$ cat src/rtl/sio_snoop_pkg.sv
package sio_snoop_pkg;

    localparam int BYTE_W = 8;
    localparam int IDX_W  = 4;

    localparam logic [IDX_W-1:0] IDX_PTR   = 4'd0;
    localparam logic [IDX_W-1:0] IDX_ROLEW = 4'd1;
    localparam logic [IDX_W-1:0] IDX_MODE  = 4'd4;
    localparam logic [IDX_W-1:0] IDX_CMD   = 4'd9;
    localparam logic [IDX_W-1:0] IDX_CLKSRC = 4'd11;
    localparam logic [IDX_W-1:0] IDX_AUX   = 4'd14;

    typedef struct packed {
        logic       clk_out;
        logic [3:0] mode;
        logic       wpin_req;
        logic       rpin_req;
    } shadow_t;

    localparam shadow_t SHADOW_RST = '{clk_out: 1'b0, mode: 4'b0001,
                                      wpin_req: 1'b0, rpin_req: 1'b0};

    typedef struct packed {
        logic              valid;
        logic [IDX_W-1:0]  idx;
        logic [BYTE_W-1:0] data;
    } regwr_t;

    function automatic logic frame_is_input(input logic [3:0] m);
        return (m[1:0] != 2'b00) || (m[3:2] == 2'b11);
    endfunction

endpackage

$ cat src/rtl/snoop_ptr.sv
module snoop_ptr
    import sio_snoop_pkg::*;
(
    input  logic              clk,
    input  logic              rst,
    input  logic              clr,
    input  logic              wr,
    input  logic [BYTE_W-1:0] data,
    output regwr_t            rw
);
    logic [IDX_W-1:0] ptr;

    always_ff @(posedge clk) begin
        if (rst || clr) begin
            ptr <= IDX_PTR;
        end else if (wr) begin
            if (ptr == IDX_PTR) ptr <= data[IDX_W-1:0];
            else                ptr <= IDX_PTR;
        end
    end

    always_comb begin
        rw.valid = wr && (ptr != IDX_PTR);
        rw.idx   = ptr;
        rw.data  = data;
    end
endmodule

$ cat src/rtl/snoop_shadow.sv
module snoop_shadow
    import sio_snoop_pkg::*;
(
    input  logic    clk,
    input  logic    rst,
    input  logic    clr,
    input  regwr_t  rw,
    output shadow_t q
);
    logic unused_bits;
    assign unused_bits = ^{rw.data[7], rw.data[1:0]};

    always_ff @(posedge clk) begin
        if (rst || clr) begin
            q <= SHADOW_RST;
        end else if (rw.valid) begin
            case (rw.idx)
                IDX_ROLEW:  q.wpin_req <= rw.data[6];
                IDX_MODE:   q.mode     <= rw.data[5:2];
                IDX_CLKSRC: q.clk_out  <= rw.data[2];
                IDX_AUX:    q.rpin_req <= rw.data[2];
                default:    q          <= q;
            endcase
        end
    end
endmodule

$ cat src/rtl/snoop_steer.sv
module snoop_steer
    import sio_snoop_pkg::*;
(
    input  shadow_t sh,
    input  logic    pin_wq,
    input  logic    pin_rq,
    input  logic    held_rdy,
    input  logic    wait_en,
    input  logic    cyc_here,
    output logic    clk_drv,
    output logic    frm_drv,
    output logic    line_rdy,
    output logic    dma_req,
    output logic    stretch
);
    always_comb begin
        clk_drv  = sh.clk_out;
        frm_drv  = !frame_is_input(sh.mode);
        line_rdy = sh.rpin_req ? held_rdy : pin_rq;
        dma_req  = (sh.wpin_req && pin_wq) || (sh.rpin_req && pin_rq);
        stretch  = !sh.wpin_req && wait_en && cyc_here && pin_wq;
    end
endmodule

$ cat src/rtl/sio_snoop.sv
module sio_snoop
    import sio_snoop_pkg::*;
#(
    parameter int NCH = 2,
    localparam int CW = (NCH > 1) ? $clog2(NCH) : 1
) (
    input  logic              clk,
    input  logic              rst,
    input  logic              wr_en,
    input  logic [CW-1:0]     wr_chan,
    input  logic [BYTE_W-1:0] wr_data,
    input  logic              data_cyc,
    input  logic [CW-1:0]     data_chan,
    input  logic [NCH-1:0]    ctl_wq,
    input  logic [NCH-1:0]    ctl_rq,
    input  logic              card_wait_en,
    input  logic [NCH-1:0]    card_rdy,
    output logic [NCH-1:0]    clk_drv,
    output logic [NCH-1:0]    frm_drv,
    output logic [NCH-1:0]    line_rdy,
    output logic [NCH-1:0]    dma_req,
    output logic              bus_ready
);
    regwr_t           rw [NCH];
    shadow_t          sh [NCH];
    logic [NCH-1:0]   self_rst;
    logic [NCH-1:0]   all_rst;
    logic [NCH-1:0]   chan_clr;
    logic [NCH-1:0]   stretch;

    for (genvar c = 0; c < NCH; c++) begin : g_ch
        logic wr_here;
        logic cyc_here;
        assign wr_here  = wr_en && (wr_chan == CW'(c));
        assign cyc_here = data_cyc && (data_chan == CW'(c));

        snoop_ptr u_ptr (
            .clk  (clk),
            .rst  (rst),
            .clr  (chan_clr[c]),
            .wr   (wr_here),
            .data (wr_data),
            .rw   (rw[c])
        );

        assign self_rst[c] = rw[c].valid && (rw[c].idx == IDX_CMD) && rw[c].data[7];
        assign all_rst[c]  = rw[c].valid && (rw[c].idx == IDX_CMD) && rw[c].data[6];
        assign chan_clr[c] = self_rst[c] || (|all_rst);

        snoop_shadow u_sh (
            .clk (clk),
            .rst (rst),
            .clr (chan_clr[c]),
            .rw  (rw[c]),
            .q   (sh[c])
        );

        snoop_steer u_st (
            .sh       (sh[c]),
            .pin_wq   (ctl_wq[c]),
            .pin_rq   (ctl_rq[c]),
            .held_rdy (card_rdy[c]),
            .wait_en  (card_wait_en),
            .cyc_here (cyc_here),
            .clk_drv  (clk_drv[c]),
            .frm_drv  (frm_drv[c]),
            .line_rdy (line_rdy[c]),
            .dma_req  (dma_req[c]),
            .stretch  (stretch[c])
        );
    end

    assign bus_ready = ~(|stretch);
endmodule

$ cat config.mk
export PLATFORM = sky130hd
export DESIGN_NAME = sio_snoop
export DESIGN_NICKNAME = d
export VERILOG_FILES = /design/src/rtl/sio_snoop_pkg.sv /design/src/rtl/snoop_ptr.sv /design/src/rtl/snoop_shadow.sv /design/src/rtl/snoop_steer.sv /design/src/rtl/sio_snoop.sv
export SDC_FILE = /design/constraint.sdc
export NUM_CORES = 1
export LEC_CHECK = 0
export BUFFER_PORTS_ARGS = -buffer_cell sky130_fd_sc_hd__buf_2
export CORE_AREA = 4 4 91 50
export DETAILED_ROUTE_END_ITERATION = 10
export DIE_AREA = 0 0 95 54
export PLACE_DENSITY_LB_ADDON = 0.25
export SYNTH_ARGS = -nofsm -noshare
export SYNTH_HDL_FRONTEND = slang
export SYNTH_SLANG_ARGS = --single-unit
$ cat constraint.sdc
create_clock -name clk -period 5.5 [get_ports clk]
set_input_delay 0.55 -clock clk [delete_from_list [all_inputs] [get_ports clk]]
set_output_delay 0.55 -clock clk [all_outputs]
set_load 0.1 [all_outputs]
=== Yosys cells after proc, flatten, opt, wreduce, memory -nomap -nowiden ===
Cells that the tools add are included.

* Register bits: 22
* Input bits: 21
* Output and inout port bits: 9
* Logic and storage cells: 79

* Equality and inequality tests: 12
* Mux-type cells: 4
* Bitwise operators: 3
* Reductions and logical operators: 50

{| class="wikitable"
|+ Operator list
! operator !! count
|-
| $eq A4 B4 Y1 const B || 6
|-
| $logic_and A1 B1 Y1 || 22
|-
| $reduce_and A2 Y1 || 8
|-
| $eq A4 B1 Y1 const B || 2
|-
| $eq A4 B3 Y1 const B || 2
|-
| $logic_not A4 Y1 || 2
|-
| $logic_or A1 B1 Y1 || 8
|-
| $mux W4 || 2
|-
| $reduce_bool A4 Y1 || 2
|-
| $eq A2 B2 Y1 const B || 2
|-
| $logic_not A1 Y1 || 4
|-
| $reduce_bool A2 Y1 || 2
|-
| $reduce_or A2 Y1 || 2
|-
| $not A1 Y1 || 3
|-
| $mux W1 || 2
|}

=== Depth between registers and ports, before layout ===
Gate-level depths: netlist (run 1).

* Depth in word-level cells: 8
* Depth in mapped cells: 5
* Gate-level depth less buffers: 4

=== Cells and area by module ===
Synthesis (run 1) repeated with hierarchy kept, for this count alone.

* Cells, all modules: 136
* Area total of the unflattened synthesis: 1263.7 sq um

{| class="wikitable"
|+ By module, submodules not included
! module !! times used !! cells an instance !! area an instance (sq um) !! seq. area each (sq um)
|-
| snoop_shadow || 2 || 34 || 316.6 || 140.1
|-
| snoop_ptr || 2 || 22 || 220.2 || 80.1
|-
| snoop_steer || 2 || 5 || 50.0 || 0.0
|-
| sio_snoop || 1 || 14 || 90.1 || 0.0
|}

=== Least setup slack after synthesis (run 1) ===
No wires, ideal clock.

* Kind: input -> output
* Start: in data_chan
* End: out bus_ready
* Data arrival time: 1.478 ns
* Required time: 4.950 ns
* Slack: 3.472 ns
* Stages: 3
* Buffers on the path: 0
* Cell sequence: nor2_1 -> a32o_1 -> nand3_1

* Cells in the longest elaborated chain, start to end: 6
* Elaborated cells on any way between the ends: 9
* Classes of those cells: bitwise (2); reduce/logical (7)

{| class="wikitable"
|+ RTL lines
! what !! line !! RTL
|-
| start, declared || sio_snoop.sv:13 || <nowiki>input logic [CW-1:0] data_chan,</nowiki>
|-
| $not A1 Y1 || sio_snoop.sv:35 || <nowiki>assign cyc_here = data_cyc && (data_chan == CW'(c));</nowiki>
|-
| $logic_and A1 B1 Y1 || sio_snoop.sv:35 ||
|-
| $logic_and A1 B1 Y1 (2 in a row) || snoop_steer.sv:21 || <nowiki>stretch = !sh.wpin_req && wait_en && cyc_here && pin_wq;</nowiki>
|-
| $reduce_or A2 Y1 (*) || sio_snoop.sv:73 || <nowiki>assign bus_ready = ~(|stretch);</nowiki>
|-
| $not A1 Y1 (*) || sio_snoop.sv:73 ||
|-
| end, declared || sio_snoop.sv:22 || <nowiki>output logic bus_ready</nowiki>
|}

Mark *: on every way between the ends. The rest lies on a longest branch, timed or not.

=== Worst setup path in the final report (run 1) ===
* Start: in ctl_wq[1]
* End: out bus_ready

* Cells in the longest elaborated chain, start to end: 3

{| class="wikitable"
|+ RTL lines
! what !! line !! RTL
|-
| start, declared || sio_snoop.sv:14 || <nowiki>input logic [NCH-1:0] ctl_wq,</nowiki>
|-
| $logic_and A1 B1 Y1 || snoop_steer.sv:21 ||
|-
| $reduce_or A2 Y1 || sio_snoop.sv:73 ||
|-
| $not A1 Y1 || sio_snoop.sv:73 ||
|}

Every way passes these cells.

==> reports/results.txt, run 1 <==
Antenna viol nets, final - 0
Post-Syn Area - 1100 um^2
Clock-pin slew on the worst setup and hold paths - 0.08 ns
R2R Path End - g_ch[1].u_sh.q[2]
Finished Core Util - 0.342
Die area - 5130 um^2
HP Start - g_ch[1].u_sh.q[6]
Detailed Routing Iterations Pass 1 - 4
Slowest cell on the critical path - buf_2
R2R Path Start - g_ch[1].u_ptr.ptr[1]
Number of port buffers - 29
Crit. End Element - output pin
Fraction of registers with async set or reset after synthesis - 0
Yosys reg bits - 22
Buf/Inv on CP - 2
Remaining DRCs - 0
Std cell rows - 16
Hold Buf Count CTS - 0
Crit path max fanout - 2
Most common cell after layout, fill and taps aside - buf_2
Skew-Pair Late Insertion Delay - 0.26 ns
F_max - 0.511 GHz
CP Class - in -> out
Cell depth of the worst setup path - 4
RSZ-0062 raised after global routing - no
First-pass GRT wire length - 4120 um
HPWL Detailed - 2030 um
Setup crit start - ctl_wq[1]
Worst reg2reg path depth - 4
Gr usage total - 0.109
Setup crit end - bus_ready
Syn Nets - 140
Final wirelength - 2600 um
Post-layout min period - 1.96 ns
Fillers - 416
Setup Buffers After CTS - 0
Num CTS Buffers - 3
Slew Limit Fails - 0
Final Non-Filler Cells - 193
Root buffer cell - clkbuf_8
Status - finished, final reports clean
Post-synthesis sequential area ratio - 0.400
Synth Area per Inst - 9.25 um^2
Nets - 161
Dpl cells - 189
Proportion of layout cells with a drive suffix above 1 - 0.288
Largest net degree at the start of global routing - 23
Most used cell, CP - buf_2
Most frequent cells in the layout - buf_2, dfxtp_1, nor3_1
Number of synthesized flops with an enable pin - 0
Final setup vio count - 0
Vias per cell - 4.90
Vias in the first global route - 805
Core area - 3760 um^2
Clk_skew - 0.00437 ns
Worst VDD drop - 0.0000804 V
R2R setup slack - 3.60 ns
Max Cap Viol - 0
Initial antenna violation count - 0
Final Hold Fails - 0
Worst rel slew slack - 0.472
Top Family by Delay on Critical Path - buffers and inverters
Post-synth cell types - 31
Layout area overhead - 17.0%
GP Congestion - 0.825
Num Clock Sinks - 22
I/O Pins - 30
CP max stage delay - 0.42 ns
Hold Crit Class - reg -> reg
Tightest Pin Transition - 0.793 ns
Ys Warns - 0
Cell Pwr Density - 253 nW/um^2
CP arrival - 1.41 ns
Die width - 95 um
Leak Pwr - 0.542 nW
GRT overflow - 0
# resized after CTS - 0
1st-iter DRT viols - 40
Mapped Cells - 119
Tcrit/Tclk final - 0.356
Vias - 946
Effective utilization at floorplan - 0.293
CTS tree - done
Htree depth - 1
DR WL/cell - 13.5 um
CP required - 4.95 ns
Antenna diode count - 0
Worst hold slack - 0.532 ns
Die height - 54 um
Deepest clock path buffer count - 2
Total Neg Setup Slack - 0 ns
Worst-path cell chain - buf_2 > a32o_1 > nand3_1 > buf_2
Nature of the critical path startpoint - input pin
Ys flop type - dfxtp_1
[layout make-up]
cell class	count	area (um^2)	share of cell area
Multi-Input combinational cell	80	566	0.439
Sequential cell	22	440	0.342
Timing Repair Buffer	29	145	0.113
Tap cell	54	67.6	0.0524
Clock buffer	4	55.1	0.0427
Inverter	4	15.0	0.0117
[per-stage QoR]
step / setup slack (ns) / total power [mW] / instance area, um^2
global placement: 3.39 / 0.212 / 1230
CTS: 3.54 / 0.328 / 1290
global route: 3.45 / 0.344 / 1290
detailed placement: 3.35 / 0.212 / 1230
finish: 3.54 / 0.326 / 1290
floorplan: 3.47 / 0.197 / 1100
[cell usage after synthesis (2+ instances only)]
cell      count  area [um^2]
clkbuf_1      4         15.0
nand4_1       2         12.5
nand2_1       3         11.3
or3_1         2         12.5
inv_1         4         15.0
dfxtp_1      22          440
nor4_1        3         18.8
a22oi_1       7         52.6
mux2i_1      12          120
mux2_2        3         33.8
nand3_1       4         20.0
buf_4         8         60.1
a21oi_1       3         15.0
a22o_1        2         17.5
a211oi_1      2         15.0
nor3_1       20          100
nor2_1        4         15.0
[state kept, by name, indices dropped and copies added (netlist names)]
| register | flops |
|---|---|
| g_ch.u_ptr.ptr | 8 |
| g_ch.u_sh.q | 14 |
[cells by family after synthesis]
group,count (synthesis),share of synthesized area
AO/OA/AOI/OAI,16,0.108
multiplexers,16,0.153
flip-flops,22,0.400
buffers and inverters,17,0.0864
AND/OR/NAND/NOR,48,0.252
[worst min-delay path by stage]
stage                        endpoint  slack (ns)  cells after the start
finish              g_ch[1].u_sh.q[6]        0.53                      2
global route        g_ch[1].u_sh.q[5]        0.57                      2
CTS                 g_ch[1].u_sh.q[4]        0.54                      2
floorplan           g_ch[0].u_sh.q[6]        0.50                      2
global placement    g_ch[1].u_sh.q[6]        0.52                      2
detailed placement  g_ch[0].u_sh.q[6]        0.52                      2
[metal layers]
layer / up-vias / global-route usage / part of all wire
met1: 437 / 0.168 / 0.52
met2: 27 / 0.131 / 0.39
met4: 0 / 0.0215 / 0.0039
met3: 2 / 0.0475 / 0.084
li1: 480 / - / -
met5: - / 0 / 0
[worst register-to-register path, cell delays in order (launching register included)]
cell and delay, ns:
dfxtp_1 0.35, nor2_1 0.21, or4b_1 0.60, mux2_4 0.34, or3_1 0.29
[where the power goes]
group | internal [mW] | switching (mW) | total [mW] | leakage [nW]
Clock | 0.0639 | 0.0530 | 0.117 | 0.0288
Combinational | 0.0146 | 0.0274 | 0.0420 | 0.335
Sequential | 0.163 | 0.00414 | 0.167 | 0.178
(Power assumes the default switching activity.)
==> inputs of run 2 (changes only) <==
==> constraint.sdc (replaced) <==
create_clock -name clk -period 1.8 [get_ports clk]
set_input_delay 0.18 -clock clk [delete_from_list [all_inputs] [get_ports clk]]
set_output_delay 0.18 -clock clk [all_outputs]
set_load 0.1 [all_outputs]
==> run 2 against run 1 <==
  * Worst hold slack got worse by 0.29 ns
  * Sequential share of layout area shrank 1.7 points
  * Register-to-register slack worse by 3.5 ns
  * Final cell count is 5.2% higher
  * First-iteration DRC count shrank 55%
  * Die area is the same
  * Sequential power rose to 3.0 times the previous value
  * Clock skew is 0.00059 ns higher
  * Critical path type is now reg -> reg
  * Largest power group unchanged
==> reports/results.txt, run 2 (synthesized netlist as in run 1, its figures left out) <==
1st-iter DRT viols - 18
Leak Pwr - 0.591 nW
Cell Pwr Density - 700 nW/um^2
Deepest clock path buffer count - 2
Max Cap Viol - 0
Num Clock Sinks - 22
Root buffer cell - clkbuf_8
Vias in the first global route - 942
Slew Limit Fails - 0
Tightest Pin Transition - 0.488 ns
Effective utilization at floorplan - 0.293
Remaining DRCs - 0
Worst hold slack - 0.241 ns
Die area - 5130 um^2
GRT overflow - 0
DR WL/cell - 14.2 um
Clock-pin slew on the worst setup and hold paths - 0.08 ns
Worst VDD drop - 0.000216 V
Initial antenna violation count - 0
I/O Pins - 30
Skew-Pair Late Insertion Delay - 0.26 ns
CP arrival - 1.84 ns
Status - finished, final reports clean
HPWL Detailed - 2250 um
Final setup vio count - 0
Total power - 0.950 mW
Number of flip-flops in the largest register - 14
Num CTS Buffers - 3
# resized after CTS - 0
Proportion of layout cells with a drive suffix above 1 - 0.336
Vias - 997
Top Registers - g_ch.u_sh.q (14), g_ch.u_ptr.ptr (8)
CP Class - reg -> reg
Largest net degree at the start of global routing - 23
Die width - 95 um
CP required - 1.95 ns
Tcrit/Tclk final - 0.942
Gr usage total - 0.117
Finished Core Util - 0.361
Antenna diode count - 0
Number of port buffers - 29
First-pass GRT wire length - 4430 um
Core area - 3760 um^2
Final Hold Fails - 0
Nature of the critical path startpoint - flop
Std cell rows - 16
Final WS setup - 0.104 ns
Most frequent cells in the layout - buf_2, dfxtp_1, nor3_1
Antenna viol nets, final - 0
Vias per cell - 4.91
Clk_skew - 0.00496 ns
Fillers - 404
Worst rel slew slack - 0.677
Crit path max fanout - 3
Nets - 172
F_max - 0.590 GHz
Post-Place Worst Slack - 0.115 ns
Htree depth - 1
Crit. End Element - flop
Detailed Routing Iterations Pass 1 - 4
Die height - 54 um
CTS tree - done
Post-layout min period - 1.70 ns
Setup Buffers After CTS - 0
Biggest register - g_ch.u_sh.q
RSZ-0062 raised after global routing - no
Total Neg Setup Slack - 0 ns
Layout area overhead - 23.3%
Hold Crit Class - in -> reg
Final wirelength - 2890 um
Hold Buf Count CTS - 0
R2R setup slack - 0.10 ns
Most common cell after layout, fill and taps aside - buf_2
GP Congestion - 0.862
run 2: worst max-delay path: stages (launching register included):
cell,delay (ns)
dfxtp_1,0.36
inv_1,0.06
or4b_1,0.55
mux2_4,0.32
or3_1,0.30
run 2: through the flow:
stage | std cells | area [um^2]
global route | 203 | 1360
CTS | 203 | 1360
finish | 203 | 1360
detailed placement | 200 | 1320
floorplan | 119 | 1100
global placement | 200 | 1320
run 2: final cells by class:
| type | instances | area (um^2) | area share |
|---|---|---|---|
| clock buffers | 3 | 41.3 | 0.0304 |
| inverters | 4 | 15.0 | 0.0111 |
| multi-input cells | 80 | 566 | 0.417 |
| flip-flops and latches | 22 | 440 | 0.324 |
| well taps | 54 | 67.6 | 0.0498 |
| repair buffers | 40 | 228 | 0.168 |
run 2: routing by layer:
layer,vias to the layer above,share of wire,track usage
li1,505,-,-
met1,465,0.52,0.163
met4,0,0.0035,0.0287
met5,-,0,0
met2,24,0.42,0.169
met3,3,0.059,0.0433
run 2: path summary, 6_finish.rpt:
kind | from | to | depth (start not counted)
setup / recovery | g_ch[1].u_ptr.ptr[2] | g_ch[1].u_sh.q[2] | 4
hold / removal | wr_data[4] | g_ch[1].u_sh.q[4] | 3
setup reg to reg | g_ch[1].u_ptr.ptr[2] | g_ch[1].u_sh.q[2] | 4
hold reg to reg | g_ch[0].u_sh.q[5] | g_ch[0].u_sh.q[5] | 2
run 2: power breakdown:
group / switching, mW / internal (mW) / total (mW)
Combinational: 0.0921 / 0.0544 / 0.147
Sequential: 0.00780 / 0.497 / 0.505
Clock: 0.149 / 0.149 / 0.298
Total: 0.249 / 0.701 / 0.950
==> inputs of run 3 (changes only) <==
==> constraint.sdc (replaced) <==
create_clock -name clk -period 1.5 [get_ports clk]
set_input_delay 0.15 -clock clk [delete_from_list [all_inputs] [get_ports clk]]
set_output_delay 0.15 -clock clk [all_outputs]
set_load 0.1 [all_outputs]
==> run 3 against run 2 <==
  * The flow now finishes with violations (negative setup slack)
  * Clock power increased by 21%
  * Critical endpoint unchanged
  * Utilization up 3.5 points
  * Wire length down 1.0%
  * Worst hold slack worse by 0.040 ns
  * Clock skew decreased by 0.0025 ns
  * Final area up 9.8%
  * Combinational power is 35% higher
  * Non-clock buffer count increased by 6
  * Setup slack worse by 0.21 ns
  * Count of clock-buffer cells in the layout did not move
  * Highest routed layer is now met3
  * Final cell count rose by 3.0%
  * Via count up 3.1%
==> reports/results.txt, run 3 (synthesized netlist as in run 1, its figures left out) <==
RSZ-0062 raised after global routing - yes
Max Cap Viol - 0
Clk_skew - 0.00243 ns
Clk pwr share - 0.310
Register area - 444 um^2
Deepest clock path buffer count - 2
CTS tree - done
Highest Signal Layer - met3
Die width - 95 um
Post-layout min period - 1.61 ns
Hold Crit Class - in -> reg
Final Hold Fails - 0
Worst-path cell chain - nor2_2 > or4b_4 > mux2_4 > or3_1
Sequential Power Share - 0.521
Cell depth of the worst setup path - 4
Met2 routed wirelength - 1250 um
Nature of the critical path startpoint - flop
Largest net degree at the start of global routing - 23
Skew-Pair Late Insertion Delay - 0.26 ns
Status - complete, but fails checks
Hold Buf Count CTS - 0
Final setup vio count - 1
Vias per cell - 4.92
Leak Pwr - 0.647 nW
I/O Pins - 30
Effective utilization at floorplan - 0.293
Cell area after layout - 1490 um^2
Slowest cell on the critical path - or4b_4
Most frequent cells in the layout - buf_2, nor3_1, dfxtp_1
GP Congestion - 0.891
Vias - 1,028
1st-iter DRT viols - 50
GRT overflow - 0
CP required - 1.65 ns
Crit. End Element - flop
Antenna diode count - 0
Top Family by Delay on Critical Path - simple AND/OR/NAND/NOR gates
Num CTS Buffers - 3
CP arrival - 1.76 ns
Switch share - 0.264
Met3 wire length - 179 um
Number of port buffers - 29
Most common cell after layout, fill and taps aside - buf_2
Final wirelength - 2860 um
Core area - 3760 um^2
Layout area overhead - 35.3%
Setup Buffers After CTS - 0
Tightest Pin Transition - 0.486 ns
Die area - 5130 um^2
Buf/Inv on CP - 0
Clock-pin slew on the worst setup and hold paths - 0.08 ns
HPWL Detailed - 2260 um
DR WL/cell - 13.7 um
Proportion of layout cells with a drive suffix above 1 - 0.419
CP Class - reg -> reg
Num Clock Sinks - 22
Number of flip-flops in the largest register - 14
Slew Limit Fails - 0
Crit path max fanout - 2
Fillers - 391
First-pass GRT wire length - 4440 um
Nets - 178
Gr usage total - 0.116
Root buffer cell - clkbuf_8
Violated checks - negative setup slack
Total power - 1.17 mW
Finished Core Util - 0.396
Remaining DRCs - 0
Top Registers - g_ch.u_sh.q (14), g_ch.u_ptr.ptr (8)
Htree depth - 1
Worst VDD drop - 0.000269 V
Tcrit/Tclk final - 1.07
F_max - 0.622 GHz
Area post-placement - 1420 um^2
Final WS setup - -0.107 ns
Hold Path Cell Cnt - 3
Std cell rows - 16
Vias in the first global route - 919
Antenna viol nets, final - 0
Biggest register - g_ch.u_sh.q
Multi-input gate area in the final layout - 599 um^2
Detailed Routing Iterations Pass 1 - 4
Worst reg2reg path depth - 4
Internal Dissipation - 0.859 mW
Comb power frac - 0.169
Post-Place Worst Slack - -0.145 ns
Net switching power figure - 0.308 mW
Die height - 54 um
Cell Pwr Density - 783 nW/um^2
Met1 Wirelength - 1430 um
Initial antenna violation count - 0
Worst rel slew slack - 0.678
CP max stage delay - 0.47 ns
## run 3: cell types whose count changed in the layout (fill, tap and decap cells not counted), sizes merged
cell,before,now
buf,40,46
## run 3: timing repair
action / in CTS / in global routing
cloned: 0 / 0
resized for setup: 4 / 5
endpoints found under the setup margin: 2 / 19
pin swaps: 0 / 5
## run 3: power groups by stage
stage                     registers (mW)  logic (mW)  clock network (mW)
after floorplan                    0.622       0.105                   0
after global placement             0.619       0.190                   0
after detailed placement           0.620       0.192                   0
after CTS                          0.608       0.196               0.377
after global routing               0.610       0.214               0.406
final                              0.608       0.198               0.361
## run 3: path summary, 6_finish.rpt
path	startpoint	end	slack (ns)
worst min register to register	g_ch[1].u_sh.q[6]	g_ch[1].u_sh.q[6]	0.53
worst max-delay path	g_ch[1].u_ptr.ptr[1]	g_ch[1].u_sh.q[2]	-0.11
worst max register to register	g_ch[1].u_ptr.ptr[1]	g_ch[1].u_sh.q[2]	-0.11
worst min-delay path	wr_data[5]	g_ch[1].u_sh.q[5]	0.20
## run 3: layout make-up
class	instances	share of cell area
clock buffer	3	0.0277
inverter	4	0.0101
multi-input combinational	80	0.402
sequential	22	0.298
tap	54	0.0453
timing repair buffer	46	0.217
## run 3: worst min-delay path, stage by stage
cell     delay, ns
buf_2         0.10
mux2i_1       0.06
nor3_1        0.11
## run 3: per-layer routing
layer  track usage  up-vias
met5             0        -
met3        0.0419        0
met2         0.167       30
met1         0.169      484
met4        0.0144        0
li1              -      514
## run 3: per-stage QoR
step	hold WS, ns	TNS (ns)	instances
global route	0.224	-0.542	209
floorplan	0.254	-0.243	119
global placement	0.466	-0.118	206
finish	0.201	-0.107	209
detailed placement	0.476	-0.145	206
CTS	0.202	-0.121	209
